<file path="src/rtl/rtc_pkg.sv">
package rtc_pkg;

   // register byte offsets (software decodes these)
   localparam logic [7:0] A_CTRL    = 8'h00;
   localparam logic [7:0] A_SECS    = 8'h04;
   localparam logic [7:0] A_ALARM   = 8'h08;
   localparam logic [7:0] A_PRESC   = 8'h0C;
   localparam logic [7:0] A_SCRATCH = 8'h34;
   localparam logic [7:0] A_UNLOCK  = 8'h3C;

   // control word bit positions
   localparam int B_READY = 7;
   localparam int B_TFLAG = 6;
   localparam int B_TIE   = 5;
   localparam int B_AFLAG = 4;
   localparam int B_AIE   = 3;
   localparam int B_AEN   = 2;
   localparam int B_RUN   = 0;
   localparam int B_OPEN  = 31;

   localparam logic [31:0] UNLOCK_WORD = 32'h0000_A55A;

   typedef struct packed {
      logic tflag;
      logic tie;
      logic aflag;
      logic aie;
      logic aen;
      logic run;
   } ctrl_t;

endpackage

</file>
<file path="src/rtl/rtc_wr_gate.sv">
module rtc_wr_gate
   import rtc_pkg::*;
#(
   parameter int unsigned ADDR_W    = 8,
   parameter int unsigned SYNC_CYC  = 3,
   parameter bit          UNLOCK_EN = 1'b1
) (
   input  logic              clk,
   input  logic              rst_n,
   input  logic              wr_stb,
   input  logic [ADDR_W-1:0] addr,
   input  logic [31:0]       wdata,
   output logic              ready,
   output logic              unlocked,
   output logic              accept,
   output logic              apply,
   output logic [ADDR_W-1:0] ap_addr,
   output logic [31:0]       ap_data
);

   localparam int unsigned CNT_W    = (SYNC_CYC > 1) ? $clog2(SYNC_CYC) : 1;
   localparam logic [CNT_W-1:0] CNT_LOAD = CNT_W'(SYNC_CYC - 1);

   logic             busy;
   logic [CNT_W-1:0] cnt;
   logic             hit_unlock;
   logic             hit_mapped;

   always_comb begin
      hit_unlock = (addr == ADDR_W'(A_UNLOCK));
      hit_mapped = (addr == ADDR_W'(A_CTRL))  || (addr == ADDR_W'(A_SECS))  ||
                   (addr == ADDR_W'(A_ALARM)) || (addr == ADDR_W'(A_PRESC)) ||
                   (addr == ADDR_W'(A_SCRATCH));
   end

   assign ready  = !busy;
   assign accept = wr_stb && hit_mapped && unlocked && !busy;
   assign apply  = busy && (cnt == '0);

   generate
      if (UNLOCK_EN) begin : g_lock
         logic open_q;
         always_ff @(posedge clk or negedge rst_n) begin
            if (!rst_n) begin
               open_q <= 1'b0;
            end else if (wr_stb && hit_unlock) begin
               open_q <= (wdata == UNLOCK_WORD);
            end else if (accept) begin
               open_q <= 1'b0;
            end
         end
         assign unlocked = open_q;
      end else begin : g_open
         assign unlocked = 1'b1;
      end
   endgenerate

   // hold the accepted write until it lands in the slow domain
   always_ff @(posedge clk or negedge rst_n) begin
      if (!rst_n) begin
         busy    <= 1'b0;
         cnt     <= '0;
         ap_addr <= '0;
         ap_data <= '0;
      end else if (accept) begin
         busy    <= 1'b1;
         cnt     <= CNT_LOAD;
         ap_addr <= addr;
         ap_data <= wdata;
      end else if (busy) begin
         if (cnt == '0) begin
            busy <= 1'b0;
         end else begin
            cnt <= cnt - 1'b1;
         end
      end
   end

endmodule

</file>
<file path="src/rtl/rtc_prescaler.sv">
module rtc_prescaler #(
   parameter int unsigned PRESC_W = 16
) (
   input  logic               clk,
   input  logic               rst_n,
   input  logic               run,
   input  logic [PRESC_W-1:0] limit,
   output logic               tick
);

   logic [PRESC_W-1:0] div_q;

   // >= so that lowering the limit mid-count cannot skip a whole wrap
   assign tick = run && (div_q >= limit);

   always_ff @(posedge clk or negedge rst_n) begin
      if (!rst_n) begin
         div_q <= '0;
      end else if (!run || tick) begin
         div_q <= '0;
      end else begin
         div_q <= div_q + 1'b1;
      end
   end

endmodule

</file>
<file path="src/rtl/rtc_regs.sv">
module rtc_regs
   import rtc_pkg::*;
#(
   parameter int unsigned        ADDR_W     = 8,
   parameter int unsigned        PRESC_W    = 16,
   parameter logic [PRESC_W-1:0] PRESC_INIT = '1
) (
   input  logic               clk,
   input  logic               rst_n,
   input  logic               apply,
   input  logic [ADDR_W-1:0]  ap_addr,
   input  logic [31:0]        ap_data,
   input  logic               tick,
   output ctrl_t              ctrl_q,
   output logic [31:0]        secs_q,
   output logic [31:0]        alarm_q,
   output logic [PRESC_W-1:0] presc_q,
   output logic [31:0]        scratch_q,
   output logic               irq
);

   logic wr_ctrl, wr_secs, wr_alarm, wr_presc, wr_scratch;
   logic match;

   always_comb begin
      wr_ctrl    = apply && (ap_addr == ADDR_W'(A_CTRL));
      wr_secs    = apply && (ap_addr == ADDR_W'(A_SECS));
      wr_alarm   = apply && (ap_addr == ADDR_W'(A_ALARM));
      wr_presc   = apply && (ap_addr == ADDR_W'(A_PRESC));
      wr_scratch = apply && (ap_addr == ADDR_W'(A_SCRATCH));
      match      = ctrl_q.aen && (secs_q == alarm_q);
   end

   assign irq = (ctrl_q.tflag && ctrl_q.tie) || (ctrl_q.aflag && ctrl_q.aie);

   // control: enables take the written bits; flags set on events, clear on 0
   always_ff @(posedge clk or negedge rst_n) begin
      if (!rst_n) begin
         ctrl_q <= '0;
      end else if (wr_ctrl) begin
         ctrl_q.tie   <= ap_data[B_TIE];
         ctrl_q.aie   <= ap_data[B_AIE];
         ctrl_q.aen   <= ap_data[B_AEN];
         ctrl_q.run   <= ap_data[B_RUN];
         ctrl_q.tflag <= tick  || (ctrl_q.tflag && ap_data[B_TFLAG]);
         ctrl_q.aflag <= match || (ctrl_q.aflag && ap_data[B_AFLAG]);
      end else begin
         ctrl_q.tflag <= ctrl_q.tflag || tick;
         ctrl_q.aflag <= ctrl_q.aflag || match;
      end
   end

   always_ff @(posedge clk or negedge rst_n) begin
      if (!rst_n) begin
         secs_q <= '0;
      end else if (wr_secs) begin
         secs_q <= ap_data;
      end else if (tick) begin
         secs_q <= secs_q + 32'd1;
      end
   end

   always_ff @(posedge clk or negedge rst_n) begin
      if (!rst_n) begin
         alarm_q   <= '0;
         presc_q   <= PRESC_INIT;
         scratch_q <= '0;
      end else begin
         if (wr_alarm)   alarm_q   <= ap_data;
         if (wr_presc)   presc_q   <= ap_data[PRESC_W-1:0];
         if (wr_scratch) scratch_q <= ap_data;
      end
   end

endmodule

</file>
<file path="src/rtl/rtc_core.sv">
module rtc_core
   import rtc_pkg::*;
#(
   parameter int unsigned ADDR_W    = 8,
   parameter int unsigned PRESC_W   = 16,
   parameter int unsigned PRESC_RST = 32767,
   parameter int unsigned SYNC_CYC  = 3,
   parameter bit          UNLOCK_EN = 1'b1
) (
   input  logic              clk,
   input  logic              rst_n,
   input  logic              wr_stb,
   input  logic [ADDR_W-1:0] bus_addr,
   input  logic [31:0]       wdata,
   output logic [31:0]       rdata,
   output logic              irq
);

   localparam logic [PRESC_W-1:0] PRESC_INIT = PRESC_W'(PRESC_RST);

   generate
      if (ADDR_W < 6) begin : g_bad_addr
         $error("rtc_core: ADDR_W must reach offset 0x3C");
      end
      if (PRESC_W < 1 || PRESC_W > 32) begin : g_bad_presc
         $error("rtc_core: PRESC_W must lie in 1..32");
      end
      if (PRESC_W < 32 && 64'(PRESC_RST) >= (64'd1 << PRESC_W)) begin : g_bad_rst
         $error("rtc_core: PRESC_RST does not fit PRESC_W");
      end
      if (SYNC_CYC < 1) begin : g_bad_sync
         $error("rtc_core: SYNC_CYC must be at least 1");
      end
   endgenerate

   logic               ready, unlocked, accept, apply, tick;
   logic [ADDR_W-1:0]  ap_addr;
   logic [31:0]        ap_data;
   ctrl_t              ctrl_q;
   logic [31:0]        secs, alarm, scratch;
   logic [PRESC_W-1:0] presc;

   rtc_wr_gate #(
      .ADDR_W(ADDR_W), .SYNC_CYC(SYNC_CYC), .UNLOCK_EN(UNLOCK_EN)
   ) u_gate (
      .clk(clk), .rst_n(rst_n), .wr_stb(wr_stb), .addr(bus_addr), .wdata(wdata),
      .ready(ready), .unlocked(unlocked), .accept(accept), .apply(apply),
      .ap_addr(ap_addr), .ap_data(ap_data)
   );

   rtc_prescaler #(.PRESC_W(PRESC_W)) u_presc (
      .clk(clk), .rst_n(rst_n), .run(ctrl_q.run), .limit(presc), .tick(tick)
   );

   rtc_regs #(
      .ADDR_W(ADDR_W), .PRESC_W(PRESC_W), .PRESC_INIT(PRESC_INIT)
   ) u_regs (
      .clk(clk), .rst_n(rst_n), .apply(apply), .ap_addr(ap_addr), .ap_data(ap_data),
      .tick(tick), .ctrl_q(ctrl_q), .secs_q(secs), .alarm_q(alarm), .presc_q(presc),
      .scratch_q(scratch), .irq(irq)
   );

   always_comb begin
      rdata = '0;
      case (bus_addr)
         ADDR_W'(A_CTRL): begin
            rdata[B_READY] = ready;
            rdata[B_TFLAG] = ctrl_q.tflag;
            rdata[B_TIE]   = ctrl_q.tie;
            rdata[B_AFLAG] = ctrl_q.aflag;
            rdata[B_AIE]   = ctrl_q.aie;
            rdata[B_AEN]   = ctrl_q.aen;
            rdata[B_RUN]   = ctrl_q.run;
         end
         ADDR_W'(A_SECS):    rdata = secs;
         ADDR_W'(A_ALARM):   rdata = alarm;
         ADDR_W'(A_PRESC):   rdata = 32'(presc);
         ADDR_W'(A_SCRATCH): rdata = scratch;
         ADDR_W'(A_UNLOCK):  rdata[B_OPEN] = unlocked;
         default:            rdata = '0;
      endcase
   end

endmodule

</file>
<file path="config.mk">
export PLATFORM = sky130hd
export DESIGN_NAME = rtc_core
export DESIGN_NICKNAME = d
export VERILOG_FILES = /design/src/rtl/rtc_pkg.sv /design/src/rtl/rtc_wr_gate.sv /design/src/rtl/rtc_prescaler.sv /design/src/rtl/rtc_regs.sv /design/src/rtl/rtc_core.sv
export SDC_FILE = /design/constraint.sdc
export NUM_CORES = 1
export LEC_CHECK = 0
export BUFFER_PORTS_ARGS = -buffer_cell sky130_fd_sc_hd__buf_2
export CAP_MARGIN = 20
export CORE_MARGIN = 5
export CORE_UTILIZATION = 35
export DETAILED_ROUTE_END_ITERATION = 16
export PLACE_DENSITY_LB_ADDON = 0.08
export SETUP_SLACK_MARGIN = 0.2
export SYNTH_ARGS = -nofsm -noshare
export SYNTH_HDL_FRONTEND = slang
export SYNTH_SLANG_ARGS = --single-unit
</file>
<file path="constraint.sdc">
create_clock -name clk -period 2.8 [get_ports clk]
set_input_delay 0.28 -clock clk [delete_from_list [all_inputs] [get_ports clk]]
set_output_delay 0.28 -clock clk [all_outputs]
set_load 0.02 [all_outputs]
</file>
==> flow_summary_export.csv, run 1 <==
group,metric,value,unit
status,status,"complete, no violations",
final_layout,finalNonFillerCells,1322,
clock_tree,numCtsBuffers,17,
routing,routedWlPerCell,21.03,um
die,rows,59,
die,dieWidth,171.2,um
critical_path,crit_slowest_cell,"or4_4",
routing,drtIter0Drc,528,
synthesis,yosys_warnings,0,
placed_design,place_congestion,0.7539,
die,fp.coreArea,0.02584,sq mm
die,io_pins,76,
die,die-height,171.2,um
timing,hold_viol,0,
placed_design,io_buffer_count,75,
clock_tree,clock-root-buffer,"clkbuf_16",
clock_tree,htreeDepth,4,
synthesis,syn_inst,888,
final_layout,finalNetCount,1037,
critical_path,end_kind,"output pin",
flow_run,maxCapViolations,0,
timing,rsz0062_at_grt,"true",
routing,wirelength,27.80,mm
die,die-area,0.02929,sq mm
pwr,power.leakage,5.292,nW
synthesis,synth_cell_type_count,51,
synthesis,syn_area,0.009090,sq mm
routing,met3_length,1.314,mm
critical_path,slowest_delay,0.54,ns
clock_tree,clock_sinks,178,
critical_path,worstPathRequired,2.52,ns
pwr,seqPwrFrac,0.495,
worst_hold_path,hold_path.class,"input port to flip-flop",
synthesis,synth-edff-count,0,
placed_design,post-place-ws,0.1936,ns
timing,tightest_slew,0.8876,ns
synthesis,synth_ff_type,"dfrtp_1",
final_layout,layout_commonest_cell,"nand2_1",
clock_tree,clk_pin_slew,0.08,ns
synthesis,ys_ff_latch,178,
critical_path,cp_top_family,"simple AND/OR/NAND/NOR gates",
critical_path,cp.arrival,2.31,ns
routing,dr_wl_met2,12.88,mm
routing,vias_per_cell,5.376,
final_layout,multi_input_area,0.004395,sq mm
timing,fmax,386.2,MHz
timing,holdWs,0.04276,ns
grt,grt_pass1_vias,6957,
grt,grt_overflow,0,
pwr,power.switching,1.172,mW
timing,period_minus_slack,2.589,ns
critical_path,crit_chain,"buf_6 -> or4_4 -> or3_4 -> nor3b_4 -> buf_12 -> clkbuf_16 -> a22oi_1 -> nand2_1 -> buf_2",
synthesis,synth_area_leader_cell,"dfrtp_1",
synthesis,ys_async_sr_fraction,1.000,
timing,drv_slew,0,
grt,grt_usage,0.1847,
routing,drc,0,
pwr,peakVddDrop,0.3052,mV
routing,highest_layer,"met4",
pwr,p_clk_frac,0.483,
timing,fin_skew,0.01528,ns
die,start_util,0.3518,
routing,wl_met1,13.19,mm
pwr,intPower,4.022,mW
routing,vias,7107,
critical_path,path_max_fanout,8,
final_layout,n_antenna_cell,0,
placed_design,hpwl,18.36,mm
routing,drtPass1Iterations,5,
routing,ant_nets,0,
critical_path,startpoint_type,"input port",
pwr,power_density,476.7,mW/mm^2
final_layout,layout_common_cells,"168 x nand2_1, 163 x dfrtp_1, 83 x mux2_2, 59 x buf_2, 47 x nor2_1",
final_layout,seq_area,0.004473,sq mm
clock_tree,cts_buffer_depth,2,
final_layout,drive_above_1_share,0.2736,
synthesis,ys_seq_area_frac,0.4921,
timing,period_share,0.9247,
placed_design,dp.cells,1278,
grt,grt_max_degree,75,
clock_tree,clk_latency,0.44,ns
timing,slew_headroom,0.4002,
timing,setup_viol,0,
critical_path,critPathKind,"input port to output pin",
pwr,p_sw_frac,0.2257,
critical_path,path_buf_inv,4,
clock_tree,cts_tree,"yes",
grt,grt_pass1_wl,41.57,mm
synthesis,yosys.area.top_type_share,0.4487,
synthesis,synth_area_leaders,"dfrtp_1 45%, mux2_2 10%, nand2_1 7.0%, dfstp_2 4.3%, a222oi_1 3.5%",
final_layout,syn2layout_area_growth,19.89,%
grt,antenna_found_initial,0,
timing,setup_tns,0,ns
timing,worst_slack,0.2107,ns
pwr,combPwrFrac,0.023,
synthesis,synth_area_per_cell,10.24,sq um
final_layout,nFillCells,2601,
synthesis,synth_fp_nets,950,
## per-layer routing
metal,GRT usage,vias to the layer above
met2,0.2858,155
li1,-,3353
met4,0.03755,0
met1,0.2730,3582
met5,0,-
met3,0.03281,17
## layout make-up
type                            count  area share
Clock buffer                       17     0.03904
Clock inverter                     14     0.01630
Inverter                           42     0.01447
Multi-Input combinational cell    626      0.4033
Sequential cell                   178      0.4104
Tap cell                          335     0.03846
Timing Repair Buffer              110     0.07796
## metrics by stage
step | utilization | total power, mW | instance area, sq um
2_1_floorplan | - | 2.629 | 9090
3_3_place_gp | 0.3856 | 2.738 | 9963
3_5_place_dp | 0.3856 | 2.737 | 9963
4_1_cts | 0.4093 | 5.249 | 10580
5_1_grt | 0.4218 | 5.383 | 10900
6_report | 0.4218 | 5.195 | 10900
## sequential cells by signal, indices dropped and copies added (netlist names)
signal and count:
u_gate.ap_data 32, u_regs.alarm_q 32, u_regs.scratch_q 32, u_regs.secs_q 32
u_presc.div_q 16, u_regs.presc_q 16, u_gate.ap_addr 8, u_regs.ctrl_q 6
u_gate.cnt 2, u_gate.busy 1, u_gate.unlocked 1
## kinds of logic after synthesis
| group | Yosys count | synth area share |
|---|---|---|
| compound gates | 124 | 0.1016 |
| xor+xnor | 61 | 0.05877 |
| simple gates | 333 | 0.1751 |
| mux | 85 | 0.1052 |
| buf+inv | 88 | 0.04116 |
| fa+ha+maj | 19 | 0.02615 |
| flops | 178 | 0.4921 |
## cell usage after synthesis (2+ instances only)
cell type and count:
and3_1 12, a311oi_1 8, a22oi_1 7, a211oi_1 2
buf_2 14, o21ai_0 27, a21oi_1 9, or3_1 9
mux2_2 83, nor4_1 8, buf_6 2, a31oi_1 23
and4_1 7, a222oi_1 32, inv_1 42, buf_4 3
ha_1 19, nand2b_1 3, dfrtp_1 163, nor2_1 49
nor4bb_1 4, o31ai_1 9, dfstp_2 15, clkbuf_1 27
xnor2_1 36, nor3_1 2, xor2_1 25, or4_1 10
nand2_1 170, nand4_1 19, and2_1 6, nand3_1 24
## final timing paths
kind	from	to	slack, ns	depth (start not counted)
max	bus_addr[5]	rdata[4]	0.21	9
min	wdata[26]	u_gate.ap_data[26]	0.04	3
max reg2reg	u_regs.presc_q[12]	u_regs.secs_q[25]	0.25	8
min reg2reg	u_gate.ap_addr[7]	u_gate.ap_addr[7]	0.48	1
max in group asynchronous	rst_n	u_regs.presc_q[8]	1.71	3
min in group asynchronous	rst_n	u_gate.ap_data[16]	0.32	2
## timing repair
| item | 4_1_cts | 5_1_grt |
|---|---|---|
| hold buffers | 1 | 0 |
| gates cloned | 0 | 7 |
| hold endpoints to repair | 29 | 0 |
| buffers inserted | 0 | 5 |
| pin swaps | 1 | 10 |
| setup endpoints to repair | 8 | 57 |
| gates resized for setup | 0 | 42 |
## power groups by stage
stage / clock (mW) / sequential, mW / combinational (mW)
final: 2.51 / 2.57 / 0.117
after global routing: 2.68 / 2.57 / 0.134
after CTS: 2.56 / 2.57 / 0.119
after detailed placement: 0 / 2.62 / 0.118
after global placement: 0 / 2.62 / 0.119
after floorplan: 0 / 2.62 / 0.00876
## tightest hold or removal path: stages
cell	delay (ns)
buf_2	0.09
nand2_1	0.04
nand2_1	0.04
No activity file was read; power rests on OpenSTA's default activity.
==> inputs of run 2 (changes only) <==
==> constraint.sdc (replaced) <==
create_clock -name clk -period 2.8 [get_ports clk]
set_input_delay 0.28 -clock clk [delete_from_list [all_inputs] [get_ports clk]]
set_output_delay 0.28 -clock clk [all_outputs]
set_load 0.005 [all_outputs]
==> flow_summary_export.csv, run 2 (same netlist as run 1, synthesis figures left out) <==
group,metric,value,unit
timing,fmax,395.1,MHz
critical_path,crit_top_cell,"buf_2",
grt,grt_overflow,0,
critical_path,critPathKind,"input port to output pin",
critical_path,startpoint_type,"input port",
timing,period_minus_slack,2.531,ns
placed_design,hpwl,18.65,mm
pwr,peakVddDrop,0.3674,mV
final_layout,layout_commonest_cell,"nand2_1",
timing,setup_tns,0,ns
die,die-area,0.02929,sq mm
routing,drtPass1Iterations,6,
timing,rsz0062_at_grt,"true",
die,rows,59,
grt,grt_usage,0.1930,
critical_path,path_buf_inv,4,
placed_design,dpl-instance-area,0.009948,sq mm
clock_tree,htreeDepth,4,
routing,drc,0,
routing,wirelength,27.97,mm
pwr,power_density,477.7,mW/mm^2
clock_tree,clock_sinks,178,
critical_path,cp_top_family,"simple AND/OR/NAND/NOR gates",
die,dieWidth,171.2,um
final_layout,layout_common_cells,"169 x nand2_1, 163 x dfrtp_1, 83 x mux2_2, 74 x buf_2, 47 x nor2_1",
final_layout,final_cell_area,0.01067,sq mm
final_layout,syn2layout_area_growth,17.34,%
critical_path,worstPathRequired,2.52,ns
critical_path,crit_slowest_cell,"or4_1",
timing,hold_viol,0,
routing,ant_nets,0,
routing,routedWlPerCell,21.27,um
die,io_pins,76,
clock_tree,clk_pin_slew,0.08,ns
grt,grt_pass1_wl,43.59,mm
timing,drv_slew,0,
pwr,p_total,5.095,mW
final_layout,n_antenna_cell,0,
placed_design,place_congestion,0.7742,
die,fp.coreArea,0.02584,sq mm
timing,period_share,0.9039,
die,start_util,0.3518,
die,die-height,171.2,um
routing,vias,7126,
timing,tightest_slew,0.7305,ns
critical_path,cp.arrival,2.25,ns
grt,grt_max_degree,78,
pwr,power.leakage,5.218,nW
final_layout,drive_above_1_share,0.2592,
final_layout,nFillCells,2609,
clock_tree,numCtsBuffers,17,
critical_path,end_kind,"output pin",
flow_run,maxCapViolations,0,
status,status,"complete, no violations",
final_layout,finalNetCount,1029,
clock_tree,cts_buffer_depth,2,
clock_tree,clock-root-buffer,"clkbuf_16",
timing,slew_headroom,0.5130,
worst_hold_path,hold_path.class,"input port to flip-flop",
critical_path,slowest_delay,0.58,ns
final_layout,finish.utilization,0.4128,
routing,drtIter0Drc,523,
placed_design,io_buffer_count,75,
final_layout,multi_input_area,0.004333,sq mm
clock_tree,cts_tree,"yes",
grt,antenna_found_initial,0,
clock_tree,clk_latency,0.44,ns
routing,vias_per_cell,5.419,
timing,setup_viol,0,
timing,fin_skew,0.01280,ns
final_layout,seq_area,0.004473,sq mm
critical_path,path_max_fanout,16,
critical_path,crit_chain,"buf_2 -> or4_1 -> or3_4 -> nor3b_4 -> buf_4 -> clkbuf_16 -> a22oi_1 -> nand2_1 -> buf_2",
grt,grt_pass1_vias,7361,
-- run 2: layer usage --
layer  vias to the layer above  routed length, um  global-route usage
met2                       132              13060              0.3115
met3                        21               1019             0.03327
li1                       3336                  -                   -
met4                         0                285             0.03445
met1                      3637              13600              0.2768
met5                         -                  0                   0
-- run 2: final timing paths --
check                                  startpoint                  to  slack, ns  cells after the start
worst min-delay path                    wdata[30]  u_gate.ap_data[30]       0.04                      3
min in group asynchronous                   rst_n  u_gate.ap_data[19]       0.44                      2
worst max-delay path                  bus_addr[5]            rdata[2]       0.27                      9
worst min register to register  u_gate.ap_addr[7]   u_gate.ap_addr[7]       0.48                      1
worst max register to register  u_regs.presc_q[0]    u_regs.secs_q[7]       0.28                      7
max in group asynchronous                   rst_n   u_regs.presc_q[6]       1.54                      3
-- run 2: layout make-up --
| class | instances | share of cell area |
|---|---|---|
| clock buffers | 20 | 0.04375 |
| multi-input cells | 624 | 0.4062 |
| inverters | 42 | 0.01478 |
| well taps | 335 | 0.03930 |
| repair buffers | 104 | 0.06534 |
| clock inverters | 12 | 0.01126 |
| flip-flops and latches | 178 | 0.4194 |
-- run 2: through the flow --
stage | setup WS [ns] | hold slack, ns | std cells
4_1_cts | 0.2038 | 0.02857 | 1310
3_3_place_gp | 0.1375 | 0.3734 | 1276
3_5_place_dp | 0.07055 | 0.3768 | 1276
2_1_floorplan | 0.2603 | -0.01559 | 888
6_report | 0.2690 | 0.04009 | 1315
5_1_grt | 0.1826 | 0.03523 | 1315
-- run 2: where the power goes --
part	internal [mW]	leakage [nW]	switching [mW]
Sequential	2.57	2.43	0
Clock	1.31	0.284	1.09
Combinational	0.0368	2.50	0.0791
Total	3.92	5.22	1.17
-- run 2: what timing repair did --
item	CTS	global route
gates cloned	1	2
buffers inserted	0	3
setup endpoints to repair	21	64
resized for setup	2	11
endpoints found under the hold margin	65	0
hold buffers	1	0
pin swaps	0	5
-- run 2: worst reg2reg max path, delay by kind of cell, from the launching register on --
family | cells | cell delay, ns
AND/OR/NAND/NOR | 2 | 0.62
AO/OA/AOI/OAI | 4 | 1.04
adder cells (fa/ha/maj) | 1 | 0.23
flip-flops | 1 | 0.56
